## config.mk

```make
export PLATFORM = sky130hd
export DESIGN_NAME = qual_xfer_mux
export DESIGN_NICKNAME = d
export VERILOG_FILES = /design/src/rtl/qxm_pkg.sv /design/src/rtl/qxm_ctrl.sv /design/src/rtl/qxm_datapath.sv /design/src/rtl/qual_xfer_mux.sv
export SDC_FILE = /design/constraint.sdc
export NUM_CORES = 1
export LEC_CHECK = 0
export ABC_AREA = 1
export BUFFER_PORTS_ARGS = -buffer_cell sky130_fd_sc_hd__buf_4
export CAP_MARGIN = 5
export CORE_MARGIN = 2
export CORE_UTILIZATION = 48
export DETAILED_ROUTE_END_ITERATION = 6
export PLACE_DENSITY = 0.79
export SLEW_MARGIN = 20
export SYNTH_ARGS = -nofsm -noshare
export SYNTH_HDL_FRONTEND = slang
export SYNTH_SLANG_ARGS = --single-unit
```

## constraint.sdc

```tcl
create_clock -name clk -period 1.6 [get_ports clk]
set_clock_uncertainty 0.2 [all_clocks]
set_input_delay 0.08 -clock clk [delete_from_list [all_inputs] [get_ports clk]]
set_output_delay 0.08 -clock clk [all_outputs]
set_load 0.01 [all_outputs]
```

## src/rtl/qxm_pkg.sv

```systemverilog
package qxm_pkg;
  localparam int CNT_W_D  = 16;
  localparam int LANE_W_D = 4;
  localparam int NIB_N_D  = CNT_W_D / LANE_W_D;
  localparam int SEL_W_D  = $clog2(NIB_N_D);

  typedef enum logic [1:0] {
    MODE_QUAL  = 2'd0,
    MODE_CNT   = 2'd1,
    MODE_TIMED = 2'd2,
    MODE_ALT   = 2'd3
  } laneMode_e;

  typedef struct packed {
    logic               sendCnt;
    logic               hwSubst;
    logic [SEL_W_D-1:0] nibSel;
  } ctrlStrobes_t;
endpackage

```

## src/rtl/qxm_ctrl.sv

```systemverilog
module qxm_ctrl
  import qxm_pkg::*;
#(
  parameter int REG_W     = 16,
  parameter int ADDR_W    = 8,
  parameter int CTRL_ADDR = 48,
  parameter int MON_ADDR  = 49,
  parameter int LANE_W    = LANE_W_D,
  parameter int SEL_W     = SEL_W_D
) (
  input  logic              clk,
  input  logic              rst,
  input  logic [ADDR_W-1:0] regAddr,
  input  logic              regWrEn,
  input  logic [REG_W-1:0]  regWrData,
  input  logic              timingSel,
  input  logic [LANE_W-1:0] laneMon,
  output logic [REG_W-1:0]  regRdData,
  output ctrlStrobes_t      ctrlS
);
  localparam int MODE_LO   = SEL_W + 1;
  localparam int CTRL_USED = SEL_W + 3;

  logic [CTRL_USED-1:0] ctrlReg;
  logic                 wrHit;
  laneMode_e            modeSel;

  assign wrHit = regWrEn && (regAddr == ADDR_W'(CTRL_ADDR));

  always_ff @(posedge clk) begin
    if (rst) begin
      ctrlReg <= '0;
    end else if (wrHit) begin
      ctrlReg <= regWrData[CTRL_USED-1:0];
    end
  end

  assign modeSel = laneMode_e'(ctrlReg[MODE_LO +: 2]);

  always_comb begin
    ctrlS.hwSubst = ctrlReg[0];
    ctrlS.nibSel  = ctrlReg[SEL_W:1];
    unique case (modeSel)
      MODE_CNT:   ctrlS.sendCnt = 1'b1;
      MODE_TIMED: ctrlS.sendCnt = timingSel;
      default:    ctrlS.sendCnt = 1'b0;
    endcase
  end

  always_comb begin
    regRdData = '0;
    if (regAddr == ADDR_W'(CTRL_ADDR)) begin
      regRdData[CTRL_USED-1:0] = ctrlReg;
    end else if (regAddr == ADDR_W'(MON_ADDR)) begin
      regRdData[LANE_W-1:0] = laneMon;
    end
  end

  // a write to the control address is stored
  p_ctrl_write_r5: assert property (@(posedge clk) disable iff (rst)
    (regWrEn && regAddr == ADDR_W'(CTRL_ADDR)) |=> ctrlReg == $past(regWrData[CTRL_USED-1:0]));

  // writes elsewhere leave the control value alone
  p_ctrl_ignore_r5: assert property (@(posedge clk) disable iff (rst)
    !(regWrEn && regAddr == ADDR_W'(CTRL_ADDR)) |=> $stable(ctrlReg));

  // unused upper bits read as zero
  p_upper_zero_r5: assert property (@(posedge clk) disable iff (rst)
    (regAddr == ADDR_W'(CTRL_ADDR)) |-> regRdData[REG_W-1:CTRL_USED] == '0);

  // reset clears the control value
  p_ctrl_reset_r6: assert property (@(posedge clk)
    rst |=> ctrlReg == '0);
endmodule

```

## src/rtl/qxm_datapath.sv

```systemverilog
module qxm_datapath
  import qxm_pkg::*;
#(
  parameter int CNT_W  = CNT_W_D,
  parameter int LANE_W = LANE_W_D,
  parameter int HW_N   = 8
) (
  input  logic              clk,
  input  logic              rst,
  input  logic              incGate,
  input  logic [LANE_W-1:0] normQual,
  input  logic [HW_N-1:0]   hwQual,
  input  ctrlStrobes_t      ctrlS,
  output logic [LANE_W-1:0] laneOut
);
  localparam int NIB_N = CNT_W / LANE_W;

  logic [CNT_W-1:0]  xferCnt;
  logic [LANE_W-1:0] nibArr [NIB_N];
  logic [LANE_W-1:0] cntNib;
  logic [LANE_W-1:0] qualSel;
  logic [LANE_W-1:0] laneNext;
  logic              hwOr;

  always_ff @(posedge clk) begin
    if (rst) begin
      xferCnt <= '0;
    end else if (incGate) begin
      xferCnt <= xferCnt + 1'b1;
    end
  end

  for (genvar g = 0; g < NIB_N; g++) begin : g_nib
    assign nibArr[g] = xferCnt[g*LANE_W +: LANE_W];
  end

  assign cntNib = nibArr[ctrlS.nibSel];
  assign hwOr   = |hwQual;

  always_comb begin
    qualSel = normQual;
    if (ctrlS.hwSubst) begin
      qualSel[LANE_W-1] = hwOr;
    end
  end

  assign laneNext = ctrlS.sendCnt ? cntNib : qualSel;

  always_ff @(posedge clk) begin
    if (rst) begin
      laneOut <= '0;
    end else begin
      laneOut <= laneNext;
    end
  end

  // gated increment
  p_cnt_step_r1: assert property (@(posedge clk) disable iff (rst)
    incGate |=> xferCnt == $past(xferCnt) + 1'b1);

  // hold without gate
  p_cnt_hold_r1: assert property (@(posedge clk) disable iff (rst)
    !incGate |=> $stable(xferCnt));

  // substituted top qualifier follows the OR of the hardware inputs
  p_hw_subst_r3: assert property (@(posedge clk) disable iff (rst)
    (!ctrlS.sendCnt && ctrlS.hwSubst) |=> laneOut[LANE_W-1] == (|$past(hwQual)));

  // qualifier path without substitution passes inputs unchanged
  p_qual_pass_r4: assert property (@(posedge clk) disable iff (rst)
    (!ctrlS.sendCnt && !ctrlS.hwSubst) |=> laneOut == $past(normQual));

  // reset clears counter and lane
  p_dp_reset_r6: assert property (@(posedge clk)
    rst |=> (xferCnt == '0 && laneOut == '0));
endmodule

```

## src/rtl/qual_xfer_mux.sv

```systemverilog
module qual_xfer_mux
  import qxm_pkg::*;
#(
  parameter int CNT_W     = CNT_W_D,
  parameter int LANE_W    = LANE_W_D,
  parameter int HW_N      = 8,
  parameter int REG_W     = 16,
  parameter int ADDR_W    = 8,
  parameter int CTRL_ADDR = 48,
  parameter int MON_ADDR  = 49
) (
  input  logic              clk,
  input  logic              rst,
  input  logic              incGate,
  input  logic [LANE_W-1:0] normQual,
  input  logic [HW_N-1:0]   hwQual,
  input  logic              timingSel,
  input  logic [ADDR_W-1:0] regAddr,
  input  logic              regWrEn,
  input  logic [REG_W-1:0]  regWrData,
  output logic [REG_W-1:0]  regRdData,
  output logic [LANE_W-1:0] laneOut
);
  localparam int SEL_W = $clog2(CNT_W / LANE_W);

  ctrlStrobes_t ctrlS;

  qxm_ctrl #(
    .REG_W(REG_W), .ADDR_W(ADDR_W), .CTRL_ADDR(CTRL_ADDR),
    .MON_ADDR(MON_ADDR), .LANE_W(LANE_W), .SEL_W(SEL_W)
  ) ctrl_i (
    .clk(clk), .rst(rst), .regAddr(regAddr), .regWrEn(regWrEn),
    .regWrData(regWrData), .timingSel(timingSel), .laneMon(laneOut),
    .regRdData(regRdData), .ctrlS(ctrlS)
  );

  qxm_datapath #(
    .CNT_W(CNT_W), .LANE_W(LANE_W), .HW_N(HW_N)
  ) dp_i (
    .clk(clk), .rst(rst), .incGate(incGate), .normQual(normQual),
    .hwQual(hwQual), .ctrlS(ctrlS), .laneOut(laneOut)
  );
endmodule

```

==> results by stage, run 1 <==
Clock network:
- The later pin in the worst-skew pair is clocked with a latency of 320 ps.
- CTS built an H-tree with a depth of 1.
- The buffers inserted during post-CTS setup optimization is 0.
- Clock-pin slew was measured on the worst setup and hold paths at 140 ps.
- The root buffer cell chosen for the clock tree is clkbuf_4.
- TritonCTS built the clock tree.
- The number of buffers created by CTS is 3.
- The clock drives 25 sinks.
- The clock passes through at most 2 buffers.

Route:
- The overall via count from detail_route is 1,653.
- The detail route stage leaves a number of antenna-violating nets equal to 0.
- In the routed layout, each cell is associated on average with a via count of 4.81.
- The pre-antenna-repair detailed-routing pass consisted of 4 iterations.
- The first routing iteration left 80 violations.
- The average wire per cell in the routed design is 12.0 um.
- After detailed routing, the number of remaining DRC violations is 0.
- The routed wire length is 4110 um.

Setup path:
- The slowest stage of the critical path is the dlygate4sd3_1 cell.
- In this run the register-to-register setup slack is 80 ps.
- Counting cells, the worst reg-to-reg path comes to 7.
- The worst path arrival time is 1590 ps.
- The endpoint identified for the worst register-to-register timing path is dp_i.laneOut[0].
- The critical path goes through dlygate4sd3_1 -> buf_4 -> nand3b_1 -> dlygate4sd3_1 -> nand2_1 -> nor2_1.
- The largest driver fanout on the critical path is 1.
- STA classifies the critical path startpoint as a primary input.
- The most numerous cell type found on the critical path is dlygate4sd3_1.
- The critical path contains buffers and inverters numbering 3 combined.
- On the worst path, the slowest cell contributes a delay of 570 ps.
- Grouping stages by cell kind, the critical path spends the most delay in buffers and inverters.
- The origin of the critical flop-to-flop path is ctrl_i.ctrlReg[3].
- The type of element capturing the critical path is a register.
- The category of the most critical setup path is in -> reg.
- The data required time of the critical path is 1630 ps.

Placement:
- The number of cells after detailed placement is 314.
- Once detailed placement completed, the half-perimeter wirelength came to 2610 um.
- The count of input and output buffers is 38.
- The congestion estimate from routability-driven global placement came to 0.841.

Synthesis:
- After synthesis, the mean cell area works out to 6.60 um2.
- The arithmetic-cell share of the synthesized area counting full adders, half adders and majority gates is 2.45%.
- The share of synthesized area occupied by flip-flops and latches is 32.7%.
- The synthesized netlist devotes 1.14% of its cell area to XOR and XNOR gates.
- Of the total synthesized cell area, the portion taken by AND, OR, NAND and NOR gates is 33.3%.
- Summing the areas of all compound-gate instances in the mapped netlist gives 16.4% of the synthesized area.
- dfxtp_1 takes more of the synthesized area than any other cell.
- nand2_1 is the most common cell in the netlist.
- The portion of synthesized area spent on multiplexers is 0%.
- During synthesis, Yosys emitted a total of 0 warnings.
- The predominant post-synthesis flop cell is dfxtp_1.
- Counting flops with a built-in enable in the synthesized netlist gives 0.
- By area the synthesized netlist is led by dfxtp_1 (33%), nand2_1 (9.8%), nor2_1 (9.1%).
- The number of different library cells used by synthesis comes to 28.
- The share of synthesized area in the top cell type comes to 32.7%.
- Counting flops with an async set or reset pin after synthesis yields a share of 0%.
- By count the netlist is led by nand2_1 (40), nor2_1 (37), inv_1 (27), dfxtp_1 (25), a21oi_1 (21).
- The main combinational cell family by area after synthesis is simple AND/OR/NAND/NOR gates.
- The synthesized netlist occupies a cell area of 1530 um2.
- The number of cells produced by synthesis is 232.
- Counting flops and latches in the post-synthesis netlist gives 25.

STA:
- Summed over all failing endpoints, the final setup total negative slack is 0 ps.
- The clock period could shrink to 1560 ps.
- The final number of hold-violating endpoints was 0.
- Timing would allow up to 642 MHz.
- The final hold slack is 53.6 ps.
- Setup repair after global routing left no endpoint under its margin.
- The number of max-slew violations in the final report is 0.
- In the finished design, the share of the clock period the worst path needs comes to 97.3%.
- The number of failing setup endpoints in the final timing report is 0.

Global route:
- The total overflow left after global routing is 0.
- The wire length of the first global-routing pass is 6240 um.
- The number of antenna violations at the first check in global routing came to 0.
- The pin count of the biggest net entering global routing is 15.
- In the global route stage, overall resource usage came out at 22.5%.
- The number of global-route vias before repair is 1,452.

Layout:
- The count of nets after finishing is 345.
- The count of fill cells added during filler insertion is 265.
- Of the cells placed in the final design, the portion with a size suffix greater than 1 is 21.7%.
- The non-filler instance count after layout is 344.
- The area overhead of the layout relative to synthesis is 39.8%.
- 0 antenna diodes ended up in the layout.

Floorplanning:
- Once the floorplan was initialized, standard cells occupied 50.2% of the core.
- The I/O pin count is 61.
- The die covers 3660 um2.
- After floorplanning, the core was sized to cover 3050 um2.
- Row generation in the floorplan step produced 20 rows.
- The y dimension of the die is 60.5 um.
- The horizontal die dimension is 60.5 um.

Hold path:
- Counting instances, the worst hold path has a depth of 6.
- The worst hold path begins at regAddr[2].
- The path category of the worst min-delay check is in -> reg.
- The hold-critical path endpoint is ctrl_i.ctrlReg[1].

Pwr:
- In this run the power density over the cells is 525 nW/um2.
- The leakage component of the power is 0.884 nW.
- The worst-case IR drop observed on VDD is 0.587 mV.

Job:
- The max-cap check violation count is 0.

Outcome:
- The flow ran to the end, and the final reports show no timing, DRC or antenna violations.
## worst min-delay path, delay by kind of cell
| kind | cells | cell delay (ps) |
|---|---|---|
| AO/OA/AOI/OAI | 1 | 120 |
| AND/OR/NAND/NOR | 4 | 290 |
| buffers and inverters | 1 | 80 |
## how the worst max path moves through the flow
stage / cells after the start / endpoint / start / slack (ps)
5_1_grt: 7 / dp_i.laneOut[1] / ctrl_i.ctrlReg[3] / 3
3_5_place_dp: 7 / dp_i.laneOut[1] / ctrl_i.ctrlReg[3] / 100
4_1_cts: 3 / regRdData[1] / ctrl_i.ctrlReg[1] / 30
3_3_place_gp: 6 / dp_i.xferCnt[8] / dp_i.xferCnt[1] / 120
2_1_floorplan: 6 / dp_i.laneOut[3] / ctrl_i.ctrlReg[3] / 170
6_report: 6 / ctrl_i.ctrlReg[4] / regWrData[4] / 40
## placed cells by master, fill, tap and decap left out
cell	instances
inv_1	27
nand3_1	17
nor2_4	4
clkbuf_4	3
clkinv_2	1
nor2_2	2
o21ai_2	2
o211ai_1	5
a21oi_2	2
buf_4	42
a211oi_1	1
nor2_1	37
ha_1	3
nand4_1	1
dfxtp_2	6
dfxtp_1	19
xnor2_1	1
dlygate4sd3_1	26
nand2_2	2
inv_2	1
xor2_1	1
nand2_1	40
clkinv_1	1
nor4_1	1
conb_1	11
a21oi_1	20
nand3b_1	5
o21ai_0	15
nor3_1	4
## power by group
group | switching (mW) | leakage [nW] | total, mW | internal, mW
Combinational | 0.0864 | 0.661 | 0.195 | 0.109
Sequential | 0.00916 | 0.206 | 0.643 | 0.634
Clock | 0.191 | 0.0177 | 0.284 | 0.0937
## what timing repair did
item,4_1_cts,5_1_grt
resized for setup,0,8
setup endpoints to repair,0,14
hold buffers,26,0
hold endpoints to repair,17,0
## stage by stage
| stage | instance area, um2 | total power [mW] | util [%] | setup slack (ps) |
|---|---|---|---|---|
| after global routing | 2140 | 1.18 | 70.1 | 2.59 |
| after detailed placement | 1840 | 0.801 | 60.2 | 98.1 |
| final | 2140 | 1.12 | 70.1 | 43.4 |
| after floorplan | 1570 | 0.742 | - | 169 |
| after CTS | 2120 | 1.12 | 69.6 | 32.8 |
| after global placement | 1840 | 0.799 | 60.2 | 116 |
## registers in the layout, summed over array words and instances (netlist names)
register / flops
dp_i.laneOut: 4
ctrl_i.ctrlReg: 5
dp_i.xferCnt: 16
## cells by family after synthesis
family / count (synthesis)
AND/OR/NAND/NOR: 113
AO/OA/AOI/OAI: 45
flip-flops: 25
adder cells (fa/ha/maj): 3
buffers and inverters: 43
XOR/XNOR: 2
other: 1
## per-layer routing
layer	track usage, %	share of wire, %	vias up
met1	28.2	44	721
li1	-	-	868
met4	4.04	0.88	0
met5	0	0	-
met3	4.90	7.0	4
met2	40.2	48	60
## area by class of cell
| cell class | instances | area (um2) | area share, % |
|---|---|---|---|
| multi-input cells | 174 | 866 | 40.4 |
| repair buffers | 68 | 576 | 26.9 |
| flip-flops and latches | 25 | 508 | 23.7 |
| inverters | 29 | 109 | 5.08 |
| well taps | 44 | 55.1 | 2.57 |
| clock buffers | 3 | 22.5 | 1.05 |
| clock inverters | 1 | 5.00 | 0.234 |
(Power assumes the default switching activity.)
==> run 2: changes to the inputs <==
--- a/config.mk
+++ b/config.mk
@@ -9,3 +9,3 @@
 export BUFFER_PORTS_ARGS = -buffer_cell sky130_fd_sc_hd__buf_4
-export CAP_MARGIN = 5
+export CAP_MARGIN = 20
 export CORE_MARGIN = 2
--- a/constraint.sdc
+++ b/constraint.sdc
@@ -4,2 +4,2 @@
 set_output_delay 0.08 -clock clk [all_outputs]
-set_load 0.01 [all_outputs]
+set_load 0.1 [all_outputs]
==> run 2 against run 1 <==
Net effect: maximum frequency grew 1.1%; clock power down 2%; worst hold slack improved by 16 ps; register-to-register slack improved by 20 ps; cell area grew 2.6%; routed wire length is 1.4% higher; clock-buffer cell count increased by 1; die area did not move; sequential share of layout area down 0.37 points; non-clock buffer count is 2 higher; cell count grew 0.58%; utilization increased by 1.8 points; critical path type unchanged; highest routed layer unchanged.
==> results by stage, run 2 (synthesis gave the netlist of run 1 again) <==
Outcome:
- The run finished with clean final reports.

Route:
- The mean number of vias per cell is 4.78 (-0.52%).
- The number of remaining DRC errors is 0 (unchanged).
- The average wire per cell in the routed design was 12.0 um (+0.78%).
- The violation count after the first detailed-route iteration is 79 (-1.3%).
- The number of nets still failing antenna checks after routing came to 0 (unchanged).
- The count of TritonRoute iterations in the first routing pass is 4 (unchanged).
- The overall via count from detail_route is 1,654 (+0.060%).
- The routed wire length was 4170 um (+1.4%).

Floorplanning:
- The I/O pin count is 61 (unchanged).
- The initial core utilization came to 50.2% (unchanged).
- The y dimension of the die is 60.5 um (unchanged).
- The horizontal die dimension came to 60.5 um (unchanged).
- The die outline area is 3660 um2 (unchanged).
- The area inside the core boundary is 3050 um2 (unchanged).
- The number of placement rows is 20 (unchanged).

Placement:
- The area after detailed placement is 1870 um2 (+2.0%).
- The count of input and output buffers is 38 (unchanged).
- The placer congestion estimate is 0.824 (-2.0%).
- The post-detailed-placement half-perimeter wirelength came to 2580 um (-1.3%).

Setup path:
- The worst path arrival time came to 1550 ps (-40 ps).
- The worst reg2reg path depth was 7 (unchanged).
- The flop-to-flop setup slack is 100 ps (+20 ps).
- The startpoint identified for the worst register-to-register timing path is ctrl_i.ctrlReg[3].
- The type of element capturing the critical path is a register.
- The launch point of the critical path is regWrData[4].
- The terminus of the critical flop-to-flop path is dp_i.laneOut[0].
- The largest driver fanout on the critical path is 1 (unchanged).
- The data required time of the critical path was 1610 ps (-20 ps).
- The worst setup path is of the in -> reg kind.
- The startpoint type of the worst setup path is a primary input.

STA:
- The final critical-path required period is 1540 ps (-17.6 ps).
- The number of failing setup endpoints in the final timing report is 0 (unchanged).
- The number of max-slew violations in the final report is 0 (unchanged).
- The final number of hold-violating endpoints is 0 (unchanged).
- The final clock period utilization by the worst path was 96.2% (-1.1 points).
- The achievable clock frequency is 650 MHz (+1.1%).

Clock network:
- The clock slew seen by the registers of the worst setup and hold paths is 130 ps (about the same).
- The clock sink total is 25 (unchanged).
- CTS placed an instance of clkbuf_4 at the clock tree root.
- The buffers inserted during post-CTS setup optimization is 0 (unchanged).
- The H-tree depth came to 1 (unchanged).
- The clock latency reported for the late side of the worst-skew pair was 310 ps (about the same).
- TritonCTS built the clock tree.
- The number of buffers created by CTS is 3 (unchanged).
- The clock tree buffer depth is 2 (unchanged).

Pwr:
- The worst IR drop on VDD is 0.357 mV (-39%).
- The post-layout total power was 1.26 mW (+12%).
- The leakage component of the power is 0.900 nW (+1.8%).
- The total power divided by cell area is 573 nW/um2 (+9.2%).

Hold path:
- The number of cells on the worst hold path is 6 (unchanged).
- The source of the worst hold timing path is regAddr[0].
- The path category of the worst min-delay check is in -> reg.
- The hold-critical path endpoint is ctrl_i.ctrlReg[2].

Layout:
- dp_i.xferCnt holds more flip-flops than any other register.
- The core utilization of the finished layout is 71.9% (+1.8 points).
- The share of post-route cells with drive strength above 1 is 24.5% (+2.8 points).
- In the final layout, the registers with the most flip-flops are dp_i.xferCnt x16, ctrl_i.ctrlReg x5, dp_i.laneOut x4.
- In the layout the commonest cells are buf_4 (41), nand2_1 (40), nor2_1 (36).
- The number of inserted diodes is 0 (unchanged).
- The flip-flop count of the largest register, all copies and words added was 16 (unchanged).
- The count of nets after finishing is 347 (+0.58%).
- The area of all placed cells without fillers was 2200 um2 (+2.6%).
- Compared with the post-synthesis result, the final layout area differs by 43.4%.
- The most common cell after layout, fill and taps aside is buf_4.

Global route:
- The sum of overflow across all layers after global routing is 0 (unchanged).
- The number of global-route vias before repair came to 1,582 (+9.0%).
- The pin count of the biggest net entering global routing was 14 (-1).
- The number of antenna violations at the first check in global routing is 0 (unchanged).
- The wire length of the first global-routing pass is 6640 um (+6.4%).
- The total global routing track utilization is 23.6% (+1.1 points).

Job:
- The max-cap check violation count came to 0 (unchanged).
-- run 2: cell types whose count changed in the layout (fill, tap and decap cells not counted), moves of 2 or more --
| cell | delta |
|---|---|
| o21ai_2 | +4 |
| o21ai_0 | -5 |
| buf_6 | +2 |
| dfxtp_1 | -2 |
-- run 2: final cells by class --
| type | count | area [um2] |
|---|---|---|
| clock buffer | 4 | 26.3 |
| timing repair buffer | 70 | 606 |
| sequential | 25 | 513 |
| inverter | 29 | 109 |
| multi-input combinational | 174 | 887 |
| fill | 233 | 857 |
| tap | 44 | 55.1 |
-- run 2: where the power goes --
group | internal [mW] | switching [mW] | total [mW]
sequential | 0.632 | 0.00751 | 0.640
combinational | 0.112 | 0.227 | 0.339
clock | 0.0973 | 0.181 | 0.279
total | 0.842 | 0.415 | 1.26
-- run 2: how the worst max path moves through the flow --
| stage | endpoint |
|---|---|
| after global placement | dp_i.laneOut[1] |
| after global routing | dp_i.laneOut[1] |
| after floorplan | regRdData[0] |
| final | ctrl_i.ctrlReg[4] |
| after CTS | regRdData[1] |
| after detailed placement | dp_i.laneOut[1] |
-- run 2: worst max-delay path: stages --
cell	delay, ps
dlygate4sd3_1	540
buf_4	130
nand3b_1	140
dlygate4sd3_1	570
nand2_1	60
nor2_1	30
-- run 2: per-stage QoR --
stage | setup TNS, ps | setup WS [ps] | hold slack (ps) | cells
finish | 0 | 61.0 | 69.5 | 346
global route | -19.5 | -19.5 | 82.0 | 346
CTS | 0 | 47.9 | 39.9 | 346
detailed placement | 0 | 81.6 | 109 | 316
global placement | 0 | 105 | 111 | 316
floorplan | -669 | -141 | -48.4 | 242
-- run 2: what timing repair did --
item	4_1_cts	5_1_grt
hold buffers	26	0
resized for setup	4	9
setup endpoints to repair	2	16
pin swaps	0	1
endpoints found under the hold margin	17	0
gates cloned	0	0
-- run 2: layer usage --
layer	share of wire (%)	track usage, %	up-vias
met1	44	29.3	723
met3	6.0	2.99	8
met5	0	0	-
met4	1.2	8.07	0
li1	-	-	871
met2	49	42.2	52
==> run 3: changes to the inputs <==
GPL_TIMING_DRIVEN = 0   (was not set)
==> run 3 against run 2 <==
Net effect: routed wire length grew 0.60%; combinational power increased by 4%; critical path type is now in -> out; first-iteration DRC count down 3.8%; worst setup slack gained 17 ps; cell area down 0.17%; die area is the same.
==> results by stage, run 3 (synthesis gave the netlist of run 1 again) <==
Global route:
- The wire length of the first global-routing pass is 6150 um (-7.4%).
- The pin count of the biggest net entering global routing is 15 (+1).
- The sum of overflow across all layers after global routing is 0 (unchanged).
- The number of global-route vias before repair came to 1,455 (-8.0%).
- The total global routing track utilization is 21.8% (-1.8 points).
- The number of antenna violations at the first check in global routing came to 0 (unchanged).

Clock network:
- The root buffer cell is clkbuf_4.
- The clock slew seen by the registers of the worst setup and hold paths is 130 ps (about the same).
- The clock sink total is 25 (unchanged).
- The clock tree buffer depth is 2 (unchanged).
- The H-tree depth was 1 (unchanged).
- The clock tree from TritonCTS is done.
- The clock latency reported for the late side of the worst-skew pair came to 320 ps (about the same).
- The number of buffers created by CTS came to 3 (unchanged).

Floorplanning:
- The y dimension of the die is 60.5 um (unchanged).
- The horizontal die dimension came to 60.5 um (unchanged).
- The I/O pin count is 61 (unchanged).
- The die outline area was 3660 um2 (unchanged).
- The initial core utilization is 50.2% (unchanged).
- The area inside the core boundary came to 3050 um2 (unchanged).
- The number of placement rows was 20 (unchanged).

Pwr:
- The part of the total power dissipated in combinational logic is 27.6% (+0.6 points).
- The portion of total power attributed to sequential cells came to 50.3% (-0.6 points).
- The post-layout total power came to 1.28 mW (+1.9%).
- The leakage component of the power is 0.929 nW (+3.2%).
- The total power divided by cell area is 584 nW/um2 (+2.0%).
- The worst IR drop on VDD came to 0.386 mV (+8.0%).
- The net switching power is 0.427 mW (+2.9%).
- The cell-internal power is 0.854 mW (+1.4%).
- The net switching fraction of the power is 33.4% (+0.34 points).
- The fraction of power consumed by the clock network is 22.1% (about the same).

Setup path:
- Among all stages on the critical path, the largest delay is contributed by buf_4.
- The startpoint type of the worst setup path is a primary input.
- The count of buffering cells on the critical path with inverters included is 3 (unchanged).
- The largest driver fanout on the critical path is 4 (+3).
- The flop-to-flop setup slack came to 100 ps (about the same).
- The highest cell delay on the worst timing path came to 300 ps (-270 ps).
- The worst setup path is captured at an output pin.
- The worst path arrival time is 1240 ps (-310 ps).
- The most prevalent standard cell on the critical path is buf_4.
- Traced cell by cell, the critical path runs through buf_4 -> nor2_1 -> inv_1 -> nor3_2 -> nand3_1 -> o21ai_2 -> buf_4.
- The data required time of the critical path is 1320 ps (-290 ps).
- In this design, the largest share of critical-path delay is due to simple AND/OR/NAND/NOR gates.
- By startpoint and endpoint, the worst setup path is classified as in -> out.

Layout:
- The most common cell after layout, fill and taps aside is buf_4.
- In the final layout, the registers with the most flip-flops are dp_i.xferCnt x16, ctrl_i.ctrlReg x5, dp_i.laneOut x4.
- The area taken by flip-flops and latches was 510 um2 (-0.49%).
- The number of inserted diodes is 0 (unchanged).
- The count of nets after finishing is 348 (+0.29%).
- The count of fill cells added during filler insertion is 253 (+8.6%).
- The flip-flop count of the largest register, all copies and words added is 16 (unchanged).
- The share of post-route cells with drive strength above 1 was 27.7% (+3.2 points).
- The library cells used most frequently in the layout, excluding fill and tap cells, are buf_4 (46), nand2_1 (40), nor2_1 (35).
- The area occupied by multi-input gates is 898 um2 (+1.3%).
- The area growth from synthesis to layout is 43.1%.
- The core utilization of the finished layout is 71.8% (-0.12 points).
- The largest register by flop count is dp_i.xferCnt.

STA:
- The final clock period utilization by the worst path is 95.1% (-1.1 points).
- The number of max-slew violations in the final report was 0 (unchanged).
- The worst-case setup margin in the final layout is 78.2 ps (+17.2 ps).
- The final critical-path required period was 1520 ps (-17.2 ps).
- The achievable clock frequency is 657 MHz (+1.1%).
- The number of failing setup endpoints in the final timing report is 0 (unchanged).
- The final number of hold-violating endpoints was 0 (unchanged).

Placement:
- The post-detailed-placement half-perimeter wirelength is 2740 um (+6.3%).
- The placer congestion estimate is 0.838 (+1.6%).
- The worst slack at placement came to -6.59 ps (-88.2 ps).
- The count of input and output buffers is 37 (-2.6%).

Route:
- The mean number of vias per cell is 4.86 (+1.7%).
- The number of nets still failing antenna checks after routing was 0 (unchanged).
- The overall via count from detail_route is 1,687 (+2.0%).
- The count of TritonRoute iterations in the first routing pass is 4 (unchanged).
- The violation count after the first detailed-route iteration is 76 (-3.8%).
- The routed wire length is 4190 um (+0.60%).
- The average wire per cell in the routed design is 12.1 um (+0.31%).
- The number of remaining DRC errors is 0 (unchanged).

Job:
- The max-cap check violation count is 0 (unchanged).

Hold path:
- The path category of the worst min-delay check is in -> reg.

Outcome:
- The flow ran to the end, and the final reports show no timing, DRC or antenna violations.
run 3: area by class of cell:
type                       instances  area share (%)
timing repair buffer              57            22.3
buffer                            14            4.68
tap                               44            2.51
sequential                        25            23.3
multi-input combinational        174            41.0
clock buffer                       3            1.03
inverter                          29            4.97
clock inverter                     1           0.228
run 3: worst min-delay path: cells and delay by family:
family | cells | cell delay (ps)
compound gates | 1 | 190
buf+inv | 1 | 190
simple gates | 1 | 50
run 3: path summary, 6_finish.rpt:
kind,depth (start not counted),startpoint,to
worst max-delay path,7,regAddr[3],regRdData[3]
worst min-delay path,3,regWrEn,ctrl_i.ctrlReg[2]
worst max register to register,6,ctrl_i.ctrlReg[3],dp_i.laneOut[3]
worst min register to register,2,dp_i.xferCnt[5],dp_i.xferCnt[5]
run 3: through the flow:
stage | cells | setup TNS (ps) | hold slack (ps) | area [um2]
3_3_place_gp | 323 | 0 | 108 | 1920
6_report | 347 | 0 | 12.8 | 2190
2_1_floorplan | 242 | -669 | -48.4 | 1590
4_1_cts | 346 | 0 | 2.73 | 2150
3_5_place_dp | 323 | -6.59 | 111 | 1920
5_1_grt | 347 | -284 | 23.3 | 2190
run 3: layer usage:
layer / GRT usage [%] / share of wire, %
met1: 27.1 / 43
met2: 38.2 / 49
met3: 4.26 / 7.7
met4: 6.52 / 1.1
met5: 0 / 0
run 3: timing repair:
item,in CTS,in global routing
gates resized for setup,4,9
endpoints found under the hold margin,17,2
setup endpoints to repair,6,14
pin swaps,0,2
hold buffers,19,1
buffers inserted,0,0
run 3: power by group through the flow:
stage | Combinational, mW | Clock, mW | Sequential (mW)
finish | 0.354 | 0.283 | 0.645
detailed placement | 0.303 | 0 | 0.657
floorplan | 0.188 | 0 | 0.694
global placement | 0.301 | 0 | 0.656
global route | 0.374 | 0.325 | 0.647
CTS | 0.341 | 0.293 | 0.643
